===== src/rtl/dealer_pkg.sv =====
package dealer_pkg;
  typedef enum logic {
    MODE_STREAM = 1'b0,
    MODE_SERIAL = 1'b1
  } dealer_mode_e;
endpackage


===== src/rtl/dealer_dispatch.sv =====
// Round-robin target pointer and per-port request valid generation.
module dealer_dispatch #(
  parameter int NPORT = 4,
  parameter int PW    = (NPORT > 1) ? $clog2(NPORT) : 1
) (
  input  logic             clk,
  input  logic             rst_n,
  input  logic             in_valid,
  input  logic             allow,
  input  logic [NPORT-1:0] port_ready,
  output logic [NPORT-1:0] port_valid,
  output logic             in_ready,
  output logic             fire
);
  localparam logic [PW-1:0] LAST = PW'(NPORT - 1);

  logic [PW-1:0] tgt_q;

  assign in_ready = allow && port_ready[tgt_q];
  assign fire     = in_valid && in_ready;

  for (genvar g = 0; g < NPORT; g++) begin : g_pv
    assign port_valid[g] = in_valid && allow && (tgt_q == PW'(g));
  end

  always_ff @(posedge clk) begin
    if (!rst_n) begin
      tgt_q <= '0;
    end else if (fire) begin
      tgt_q <= (tgt_q == LAST) ? '0 : tgt_q + 1'b1;
    end
  end
endmodule


===== src/rtl/dealer_occupancy.sv =====
// Outstanding-request counter and mode latch gated on an empty window.
module dealer_occupancy
  import dealer_pkg::*;
#(
  parameter int MAXOUT = 6,
  parameter int CW     = $clog2(MAXOUT + 1)
) (
  input  logic          clk,
  input  logic          rst_n,
  input  logic          mode_req,
  input  logic          inc,
  input  logic          dec,
  output logic [CW-1:0] count,
  output logic          mode_serial,
  output logic          allow
);
  dealer_mode_e mode_q;

  always_ff @(posedge clk) begin
    if (!rst_n) begin
      count  <= '0;
      mode_q <= MODE_STREAM;
    end else begin
      if (count == '0) mode_q <= dealer_mode_e'(mode_req);
      case ({inc, dec})
        2'b10:   count <= count + 1'b1;
        2'b01:   count <= count - 1'b1;
        default: count <= count;
      endcase
    end
  end

  assign mode_serial = (mode_q == MODE_SERIAL);
  assign allow = mode_serial ? (count == '0) : (count < CW'(MAXOUT));
endmodule


===== src/rtl/dealer_rsp_arb.sv =====
// Round-robin merge of per-port responses into one tagged stream.
module dealer_rsp_arb #(
  parameter int NPORT = 4,
  parameter int DW    = 8,
  parameter int PW    = (NPORT > 1) ? $clog2(NPORT) : 1
) (
  input  logic                clk,
  input  logic                rst_n,
  input  logic [NPORT-1:0]    rsp_valid,
  input  logic [NPORT*DW-1:0] rsp_data,
  output logic [NPORT-1:0]    rsp_ready,
  output logic                out_valid,
  input  logic                out_ready,
  output logic [DW-1:0]       out_data,
  output logic [PW-1:0]       out_port,
  output logic                fire
);
  localparam logic [PW-1:0] LAST = PW'(NPORT - 1);

  logic [PW-1:0] rr_q;
  logic [PW-1:0] pick;
  logic [PW-1:0] idx;
  logic          found;

  always_comb begin
    pick  = rr_q;
    found = 1'b0;
    idx   = '0;
    for (int k = 0; k < NPORT; k++) begin
      idx = PW'((int'(rr_q) + k) % NPORT);
      if (!found && rsp_valid[idx]) begin
        found = 1'b1;
        pick  = idx;
      end
    end
  end

  assign out_valid = found;
  assign out_port  = pick;
  assign out_data  = rsp_data[int'(pick)*DW +: DW];
  assign fire      = found && out_ready;

  for (genvar g = 0; g < NPORT; g++) begin : g_rr
    assign rsp_ready[g] = fire && (pick == PW'(g));
  end

  always_ff @(posedge clk) begin
    if (!rst_n) begin
      rr_q <= '0;
    end else if (fire) begin
      rr_q <= (pick == LAST) ? '0 : pick + 1'b1;
    end
  end
endmodule


===== src/rtl/req_dealer.sv =====
module req_dealer #(
  parameter int NPORT  = 4,
  parameter int AW     = 16,
  parameter int DW     = 32,
  parameter int MAXOUT = 6,
  parameter int PW     = (NPORT > 1) ? $clog2(NPORT) : 1,
  parameter int CW     = $clog2(MAXOUT + 1)
) (
  input  logic                clk,
  input  logic                rst_n,
  input  logic                serial_mode,
  input  logic                in_valid,
  output logic                in_ready,
  input  logic                in_store,
  input  logic [AW-1:0]       in_addr,
  input  logic [DW-1:0]       in_wdata,
  output logic [NPORT-1:0]    prt_valid,
  input  logic [NPORT-1:0]    prt_ready,
  output logic                prt_store,
  output logic [AW-1:0]       prt_addr,
  output logic [DW-1:0]       prt_wdata,
  input  logic [NPORT-1:0]    rsp_valid_i,
  output logic [NPORT-1:0]    rsp_ready_o,
  input  logic [NPORT*DW-1:0] rsp_data_i,
  output logic                out_rsp_valid,
  input  logic                out_rsp_ready,
  output logic [DW-1:0]       out_rsp_data,
  output logic [PW-1:0]       out_rsp_port,
  output logic [CW-1:0]       outstanding
);
  logic allow;
  logic eff_serial;
  logic req_fire;
  logic rsp_fire;

  assign prt_store = in_store;
  assign prt_addr  = in_addr;
  assign prt_wdata = in_wdata;

  dealer_occupancy #(.MAXOUT(MAXOUT), .CW(CW)) occ_i (
    .clk        (clk),
    .rst_n      (rst_n),
    .mode_req   (serial_mode),
    .inc        (req_fire),
    .dec        (rsp_fire),
    .count      (outstanding),
    .mode_serial(eff_serial),
    .allow      (allow)
  );

  dealer_dispatch #(.NPORT(NPORT), .PW(PW)) disp_i (
    .clk       (clk),
    .rst_n     (rst_n),
    .in_valid  (in_valid),
    .allow     (allow),
    .port_ready(prt_ready),
    .port_valid(prt_valid),
    .in_ready  (in_ready),
    .fire      (req_fire)
  );

  dealer_rsp_arb #(.NPORT(NPORT), .DW(DW), .PW(PW)) arb_i (
    .clk      (clk),
    .rst_n    (rst_n),
    .rsp_valid(rsp_valid_i),
    .rsp_data (rsp_data_i),
    .rsp_ready(rsp_ready_o),
    .out_valid(out_rsp_valid),
    .out_ready(out_rsp_ready),
    .out_data (out_rsp_data),
    .out_port (out_rsp_port),
    .fire     (rsp_fire)
  );
endmodule


===== config.mk =====
export PLATFORM = sky130hd
export DESIGN_NAME = req_dealer
export DESIGN_NICKNAME = d
export VERILOG_FILES = /design/src/rtl/dealer_pkg.sv /design/src/rtl/dealer_dispatch.sv /design/src/rtl/dealer_occupancy.sv /design/src/rtl/dealer_rsp_arb.sv /design/src/rtl/req_dealer.sv
export SDC_FILE = /design/constraint.sdc
export NUM_CORES = 1
export LEC_CHECK = 0
export CAP_MARGIN = 20
export CORE_AREA = 2 2 112 114
export DETAILED_ROUTE_END_ITERATION = 6
export DIE_AREA = 0 0 114 116
export DONT_BUFFER_PORTS = 1
export PLACE_DENSITY = 0.39
export SETUP_SLACK_MARGIN = 0.15
export SYNTH_ARGS = -nofsm -noshare
export SYNTH_HDL_FRONTEND = slang
export SYNTH_HIERARCHICAL = 1
export SYNTH_SLANG_ARGS = --single-unit

===== constraint.sdc =====
create_clock -name clk -period 2.2 [get_ports clk]
set_input_delay 0.44 -clock clk [delete_from_list [all_inputs] [get_ports clk]]
set_output_delay 0.44 -clock clk [all_outputs]
set_load 0.02 [all_outputs]

Yosys cells after proc, flatten, opt, wreduce, memory -nomap -nowiden. Index checks and enable logic that the tools add are counted.

$add $sub $neg: 7. Multiply operators: 0. Divide/modulo/power cells: 0. Magnitude comparators: 6. Equal/unequal tests: 8. Shifts and indexed selects: 1. Mux-type cells: 21. Bitwise operators: 0. Reduce and logical (&&, ||, !) cells: 22.

Operators by type and width (count): $shiftx 128x8->32 (1); $logic_and 1x1->1 (15); $lt 2x3->1 const B (5); $bmux 1 s2 (5); $eq 2x2->1 const B (5); $mux 1 (10); $mux 2 (5); $add 2x1->2 const B (3); $eq 2x1->1 const B (3); $pmux 3 s2 (1); $add 2x2->2 const B (2); $logic_not 2->1 (2); $add 3x1->3 const B (1); $logic_not 1->1 (3); $logic_not 3->1 (1); $lt 3x3->1 const B (1); $sub 3x1->3 const B (1); $reduce_bool 2->1 (1).

Flip-flop bits (word level): 8. Bits in latches: 0. Bits in writable memories: 0. Bits in read-only memories: 0. Input bits: 190. Output and inout port bits: 96. Logic and storage cells: 69. Memories: 0.

Logic depth before layout (Yosys ltp). Gate-level depths: netlist (run 1).

Depth after elaboration: 15. Gate-level depth with buffers: 12. Depth with buffers taken out: 12.

Modules after synthesis. Netlist (run 1), hierarchy kept.

By module, submodules not included: dealer_rsp_arb (instances 1, cells each 72, area each 1017.2 um2, sequential area each 40.0 um2); req_dealer (instances 1, cells each 49, area each 367.9 um2, sequential area each 0.0 um2); dealer_dispatch (instances 1, cells each 28, area each 221.5 um2, sequential area each 40.0 um2); dealer_occupancy (instances 1, cells each 24, area each 217.7 um2, sequential area each 80.1 um2).

Least setup slack after synthesis (run 1). Ideal clock, no wire load.

Path type: reg2reg. Start: register occ_i.count[1]. End: register occ_i.count[2]. Library setup time: 0.070 ns. Arrival: 2.397 ns. Required time: 2.130 ns. Slack: -0.267 ns. Cell stages (with the launch flop): 13. Buffers on the path: 0. Clock period less this slack: 2.467 ns. Path through: dfxtp_1 nor3_1 or2_2 nand3_1 o22a_2 inv_1 inv_1 ha_1 inv_1 fa_1 xor2_1 or3_1 a21boi_1.

Longest elaborated chain between the ends: 6. Elaborated cells on any way between the ends: 11. Those cells by class: add/sub: 2; order compare: 1; eq/ne: 2; mux: 2; reduce/logical: 4.

RTL lines: start, declared (RTL line dealer_occupancy.sv:13) `output logic [CW-1:0] count,`; start signal, assigned (RTL line dealer_occupancy.sv:26) `2'b10: count <= count + 1'b1;`; start signal, assigned (RTL line dealer_occupancy.sv:27) `2'b01: count <= count - 1'b1;`; start signal, assigned (RTL line dealer_occupancy.sv:28) `default: count <= count;`; $lt 3x3->1 / $logic_not 3->1 (equally long branches) (RTL line dealer_occupancy.sv:34) `assign allow = mode_serial ? (count == '0) : (count < CW'(MAXOUT));`; $mux 1 * (RTL line dealer_occupancy.sv:34); named net allow (RTL line req_dealer.sv:31) `logic allow;`; $logic_and 1x1->1 * (RTL line dealer_dispatch.sv:19) `assign in_ready = allow && port_ready[tgt_q];`; $logic_and 1x1->1 * (RTL line dealer_dispatch.sv:20) `assign fire = in_valid && in_ready;`; named net req_fire (RTL line req_dealer.sv:33) `logic req_fire;`; $eq 2x1->1 / $eq 2x2->1 (equally long branches) (RTL line dealer_occupancy.sv:25) `case ({inc, dec})`; $pmux 3 s2 / $reduce_bool 2->1 (equally long branches).

The timed path passes the listed nets; every way through them passes the cells marked *. A chain may end at the register's enable or synchronous reset.

Worst setup path after layout (run 1).
Start: register arb_i.rr_q[1]. End: output port out_rsp_data[14].

Longest elaborated chain between the ends: 13. Elaborated cells on any way between the ends: 24. Those cells by class: add/sub: 3; shift: 1; mux: 14; reduce/logical: 6.

RTL lines: start, declared (RTL line dealer_rsp_arb.sv:20) `logic [PW-1:0] rr_q;`; start signal, assigned (RTL line dealer_rsp_arb.sv:51) `rr_q <= (pick == LAST) ? '0 : pick + 1'b1;`; branches (longest 11 deep; another with $add 2x1->2); $mux 2 * (RTL line dealer_rsp_arb.sv:31) `if (!found && rsp_valid[idx]) begin`; $shiftx 128x8->32 * (RTL line dealer_rsp_arb.sv:40) `assign out_data = rsp_data[int'(pick)*DW +: DW];`; end, declared (RTL line req_dealer.sv:27) `output logic [DW-1:0] out_rsp_data,`.

Every way passes the cells marked *. The select of a mux whose other input is x is not followed.

==> flow_summary_export.csv, run 1 <==
group,metric,value,unit
clock_network,clockBufferDepth,2,
clock_network,root_buffer,"clkbuf_16",
synth,synth_most_common_cell,"buf_4",
floorplan,die_area,13200,um2
sta,finalCritPeriodShare,104,%
synth,ys_seq_area_share,8.78,%
place,dpl.cell_count,279,
setup_path,critPathLaunchType,"flop",
sta,hold_viol_final,0,
detailed_routing,drc_errors,0,
detailed_routing,firstDrtPassIters,4,
floorplan,fp.dieW,114,um
clock_network,numCtsBuffers,3,
synth,synthSimpleGateAreaFrac,10.8,%
synth,synth_top_area_share,39.5,%
sta,whs,0.324,ns
setup_path,cpPeakStageDelay,0.61,ns
synth,synth_edf_count,0,
synth,synth_cell_types,32,
floorplan,io_pins,286,
clock_network,cts_tree,"built",
setup_path,critPathArrivalTime,1.85,ns
grt,grtUsageTotal,9.46,%
detailed_routing,wl,6.95,mm
sta,relSlewSlack,81.5,%
grt,grt_max_degree,30,
setup_path,critical-path-top-delay-family,"multiplexers",
sta,drv_slew,0,
finish,diodes,0,
finish,fin_nets,346,
clock_network,cts.sinks,8,
detailed_routing,viasPerCell,4.57,
min_path,min_path_type,"in2reg",
clock_network,clock_latency,0.24,ns
finish,final_cells,296,
detailed_routing,drtAntennaViolNets,0,
detailed_routing,avgRoutedWirePerCell,23.5,um
sta,fin_crit,2.29,ns
floorplan,core,11900,um2
finish,drive_above_1_share,66.4,%
synth,synthXorXnorAreaFrac,1.44,%
sta,finalSetupViolCount,32,
setup_path,crit_buf_inv,3,
synth,syn_inst,173,
pwr,power_density,744,nW/um2
synth,mappedNetlistArea,1820,um2
synth,yosysTopAreaCell,"mux4_2",
synth,yosys_most_used_dff,"dfxtp_1",
clock_network,cts_max_level,1,
pwr,p_leak,0.756,nW
synth,synth_top_family_by_area,"multiplexers",
synth,synthArstFlopShare,0,%
grt,grt_first_pass_wirelength,8.70,mm
finish,area_growth,16.4,%
floorplan,rows,40,
setup_path,worstPathMaxFanout,7,
sta,clock_skew,0.00164,ns
detailed_routing,drt_iter0_markers,30,
grt,gr-total-overflow,0,
synth,synthMuxAreaShare,42.2,%
place,io_buffers,0,
place,place_congestion,0.713,
floorplan,initial_core_util,15.3,%
setup_path,cp.required,1.76,ns
setup_path,path_cells,"inv_4, a21oi_4, o221ai_4, buf_6, buf_12, mux4_2",
synth,syn_avg_cell_area,10.5,um2
grt,antenna_found_initial,0,
floorplan,die-height,116,um
synth,synth_common_cells,"50 x buf_4, 32 x mux4_2, 11 x nand2_1",
synth,ys_ff_latch,8,
synth,synth_area_leaders,"mux4_2 40%, buf_4 21%, dfxtp_1 8.8%, ha_1 3.4%, mux2i_1 2.7%",
status,status,"finished, violations left",
setup_path,crit_path_end_kind,"output pin",
job,drv_cap,0,
sta,clock.fmax,436,MHz
clock_network,clkSlewWorstSetupHoldPaths,0.04,ns
setup_path,path_class,"reg2out",
sta,worst_slew_pin_slew,0.276,ns
setup_path,critPathSlowestCell,"mux4_2",
detailed_routing,num_vias,1352,
synth,yosysWarnings,6,
synth,syn-num-nets,369,
pwr,vdd_drop_max,0.469,mV
sta,rsz0062_at_grt,"yes",
grt,grt_pass1_vias,1344,
synth,synthAdderAreaFrac,4.53,%
sta,fin_ws,-0.0947,ns
status,violations,"negative setup slack",
synth,synth_compound_area_share,5.35,%
place,dpl.hpwl,5.76,mm
## cells in the final DEF (no fill, tap or decap), types with 2 or more instances in the layout
cell       synthesis  layout
dfxtp_4            0       5
xor2_1             2       2
o21ai_0            4       2
inv_1             10       5
nand2_1           11      10
nor2b_1            4       2
nor2_1             6       5
o21ai_2            0       2
clkbuf_16          0       4
buf_12             2       3
a21oi_2            1       2
nor3_4             0       2
inv_4              0       2
buf_4             50      18
nor3_2             0       2
dfxtp_1            8       2
and3_4             0       2
inv_2              0       3
buf_16             0       2
buf_6              2       4
and3_1             7       5
mux2i_1            5       3
ha_1               5       4
and2_1             2       2
mux2i_2            0       2
mux4_2            32      32
## path summary, 6_finish.rpt
| kind | cells past startpoint | startpoint | endpoint | slack [ns] |
|---|---|---|---|---|
| worst min-delay path | 1 | rst_n | occ_i/count[0] | 0.32 |
| worst min register to register | 2 | occ_i/mode_serial | occ_i/mode_serial | 0.54 |
| worst max-delay path | 6 | arb_i/rr_q[1] | out_rsp_data[14] | -0.09 |
| worst max register to register | 12 | occ_i/count[2] | occ_i/count[2] | 0.11 |
## layer usage
metal	track usage [%]	part of all wire (%)
met1	12.1	39
met2	15.5	51
met3	2.51	7.7
met4	3.25	1.8
met5	0	0
## layout make-up
class | count | area (um2)
flip-flops and latches | 8 | 180
multi-input cells | 98 | 1310
clock buffers | 4 | 78.8
repair buffers | 29 | 325
fillers | 1321 | 9790
well taps | 147 | 184
inverters | 10 | 42.5
## cell families (layout without fill, tap and decap cells)
kind of cell	after synthesis	in the layout
muxes	37	37
DFF	8	8
xor gates and xnor gates	3	3
buffers and inverters	67	43
and+or+nand+nor	39	39
AOI/OAI and AO/OA	13	13
adders and majority gates	6	6
## power breakdown
group | switching [mW] | leakage (nW) | internal (mW)
Sequential | 0.0394 | 0.0695 | 0.185
Clock | 0.0820 | 0.0382 | 0.242
Combinational | 0.534 | 0.648 | 0.498
Total | 0.655 | 0.756 | 0.925
## repair_timing
item                                    CTS  global route
gates cloned                              3             1
gates resized for setup                  22            11
hold buffers                              0             0
buffers inserted                          7             2
pin swaps                                 8             7
endpoints found under the setup margin   39            39
## registers in the layout (all words and copies together), names as in the netlist
register	cells
occ_i/mode_serial	1
occ_i/count	3
disp_i/tgt_q	2
arb_i/rr_q	2
## stage by stage
stage	util, %	setup TNS (ns)	setup slack, ns	area (um2)	total power [mW]
2_1_floorplan	-	0	0.00111	1910	1.10
3_3_place_gp	15.1	0	0.0228	1800	1.11
3_5_place_dp	15.1	0	0.00902	1800	1.11
4_1_cts	17.2	-3.25	-0.122	2040	1.56
5_1_grt	17.8	-4.09	-0.158	2120	1.67
6_report	17.8	-1.71	-0.0947	2120	1.58
## worst reg2reg max path, stage by stage, from the launching register on
cell	delay [ns]
dfxtp_4	0.36
nor3_4	0.05
or2_4	0.26
nand3_2	0.07
o22a_2	0.16
inv_2	0.04
inv_2	0.05
ha_4	0.12
inv_2	0.03
fa_2	0.32
xor2_1	0.15
or3_1	0.30
a21boi_1	0.11
Power figures use the tool's default switching activity.
==> run 2: changes to the inputs <==
- RECOVER_POWER: default -> 100
- SLEW_MARGIN: default -> 30
- clock period: 2.2 -> 1.9 ns (I/O delays scaled with it)
==> run 2 against run 1 <==
The run still ends with negative setup slack left. First-iteration DRC count shrank 3.3%. Die area is the same. Register-to-register slack lost 0.39 ns. Hold slack lost 0.055 ns. Total power grew 17%. Flip-flop and latch count is the same. Clock power grew 13%. Sequential share of layout area shrank 0.33 points. Critical path depth is the same. Cell count grew 1.7%. Sequential power grew 12%. Setup slack lost 0.26 ns. Critical endpoint is now out_rsp_data[12]. Highest routed layer unchanged.
==> flow_summary_export.csv, run 2 (synthesis gave the netlist of run 1 again) <==
group,metric,value,unit
job,drv_cap,0,
floorplan,initial_core_util,15.3,%
finish,stdcell_area,2160,um2
detailed_routing,wl,7.64,mm
place,io_buffers,0,
setup_path,critical-path-top-delay-family,"multiplexers",
grt,antenna_found_initial,0,
place,placed_area,1850,um2
sta,relSlewSlack,72.7,%
finish,diodes,0,
setup_path,cpPeakStageDelay,0.62,ns
setup_path,critPathSlowestCell,"mux4_2",
clock_network,ctsHoldBuffers,0,
sta,fin_ws,-0.352,ns
detailed_routing,firstDrtPassIters,4,
clock_network,clkSlewWorstSetupHoldPaths,0.04,ns
setup_path,path_class,"reg2out",
pwr,power_density,852,nW/um2
sta,finalCritPeriodShare,119,%
detailed_routing,drc_errors,0,
grt,gr-total-overflow,0,
min_path,holdPathStages,1,
pwr,swShare,41.8,%
setup_path,path_cells,"inv_2, a21oi_2, o221ai_4, buf_6, buf_12, mux4_2",
min_path,hold_end,"occ_i/count[0]",
place,place_congestion,0.727,
grt,grtUsageTotal,10.1,%
finish,final_common_cell,"mux4_2",
min_path,min_path_type,"in2reg",
sta,clock.fmax,444,MHz
clock_network,clock_latency,0.23,ns
clock_network,cts_max_level,1,
finish,largest_register_ffs,3,
setup_path,crit_buf_inv,3,
finish,final_cell_mix,"32 x mux4_2, 18 x buf_4, 10 x nand2_1",
detailed_routing,num_vias,1383,
finish,final_cells,301,
detailed_routing,viasPerCell,4.59,
clock_network,numCtsBuffers,3,
sta,whs,0.269,ns
detailed_routing,drt_iter0_markers,29,
clock_network,clockBufferDepth,2,
sta,hold_viol_final,0,
place,dpl.hpwl,5.97,mm
finish,largest-register,"occ_i/count",
finish,final_core_util,18.2,%
sta,clock_skew,0.000940,ns
setup_path,cp.required,1.52,ns
pwr,p_int,1.07,mW
setup_path,r2r_setup_slack,-0.28,ns
sta,tns,-10.90,ns
setup_path,worstReg2RegEnd,"occ_i/count[2]",
grt,grt_pass1_vias,1335,
sta,drv_slew,0,
finish,fin_nets,351,
pwr,clock_power_share,19.8,%
status,status,"finished, violations left",
setup_path,crit_path_end_kind,"output pin",
sta,rsz0062_at_grt,"yes",
min_path,min_from,"rst_n",
detailed_routing,avgRoutedWirePerCell,25.4,um
clock_network,cts_tree,"built",
setup_path,critPathLaunchType,"flop",
setup_path,worstPathMaxFanout,8,
pwr,p_leak,0.770,nW
sta,fin_crit,2.25,ns
floorplan,rows,40,
finish,area_growth,18.6,%
place,dpl.cell_count,284,
floorplan,die_area,13200,um2
detailed_routing,drtAntennaViolNets,0,
clock_network,root_buffer,"clkbuf_16",
setup_path,reg2regPathDepth,12,
grt,grt_max_degree,16,
floorplan,core,11900,um2
setup_path,critPathArrivalTime,1.87,ns
floorplan,die-height,116,um
grt,grt_first_pass_wirelength,9.20,mm
setup_path,rr_startpoint,"occ_i/count[1]",
pwr,seq_power_share,13.6,%
finish,reg_top3,"occ_i/count (3), arb_i/rr_q (2), disp_i/tgt_q (2)",
sta,finalSetupViolCount,39,
pwr,combPwrFrac,66.6,%
sta,worst_slew_pin_slew,0.410,ns
clock_network,cts.sinks,8,
status,violations,"negative setup slack",
floorplan,io_pins,286,
pwr,vdd_drop_max,0.425,mV
finish,drive_above_1_share,64.9,%
pwr,p_sw,0.771,mW
floorplan,fp.dieW,114,um
[run 2: cell count changes in the layout (fill, tap and decap cells not counted), sizes merged]
| cell | before | now |
|---|---|---|
| clkbuf | 5 | 9 |
| buf | 28 | 29 |
| clkinvlp | 0 | 1 |
| inv | 10 | 9 |
[run 2: power by group through the flow]
stage	combinational (mW)	sequential, mW	clock (mW)
floorplan	0.997	0.284	0
global placement	1.08	0.253	0
detailed placement	1.08	0.255	0
CTS	1.21	0.254	0.377
global route	1.31	0.259	0.391
finish	1.23	0.251	0.366
[run 2: layout make-up]
class,count,area [um2]
fillers,1337,9750
clock buffers,4,78.8
repair buffers,34,373
flip-flops and latches,8,176
well taps,147,184
multi-input cells,98,1310
inverters,10,41.3
[run 2: stage by stage]
step                setup WS (ns)  total power [mW]
floorplan                  -0.272              1.28
global placement           -0.207              1.33
detailed placement         -0.239              1.33
CTS                        -0.364              1.84
global route               -0.434              1.96
finish                     -0.352              1.84
[run 2: worst max path at each step]
stage                               from          endpoint  cells past startpoint
after floorplan           occ_i/count[1]    occ_i/count[2]                     12
after global placement    occ_i/count[1]    occ_i/count[2]                     12
final                      arb_i/rr_q[1]  out_rsp_data[12]                      6
after detailed placement  rsp_valid_i[1]  out_rsp_data[12]                      5
after global routing       arb_i/rr_q[1]  out_rsp_data[12]                      6
after CTS                  arb_i/rr_q[1]  out_rsp_data[12]                      6
[run 2: per-layer routing]
layer	GRT usage, %	part of all wire (%)	vias up
li1	-	-	552
met1	14.0	41	705
met2	15.6	50	112
met3	2.51	8.0	14
met4	2.76	0.97	0
met5	0	0	-
[run 2: timing repair]
item	4_1_cts	5_1_grt
setup endpoints to repair	40	42
setup buffers	4	5
resized for setup	18	10
gates cloned	3	1
hold endpoints to repair	0	0
pin swaps	8	6
==> run 3: changes to the inputs <==
- GPL_ROUTABILITY_DRIVEN: default -> 1
==> results of run 3 <==
No change in the layout: final DEF, timing and power equal those of run 2.
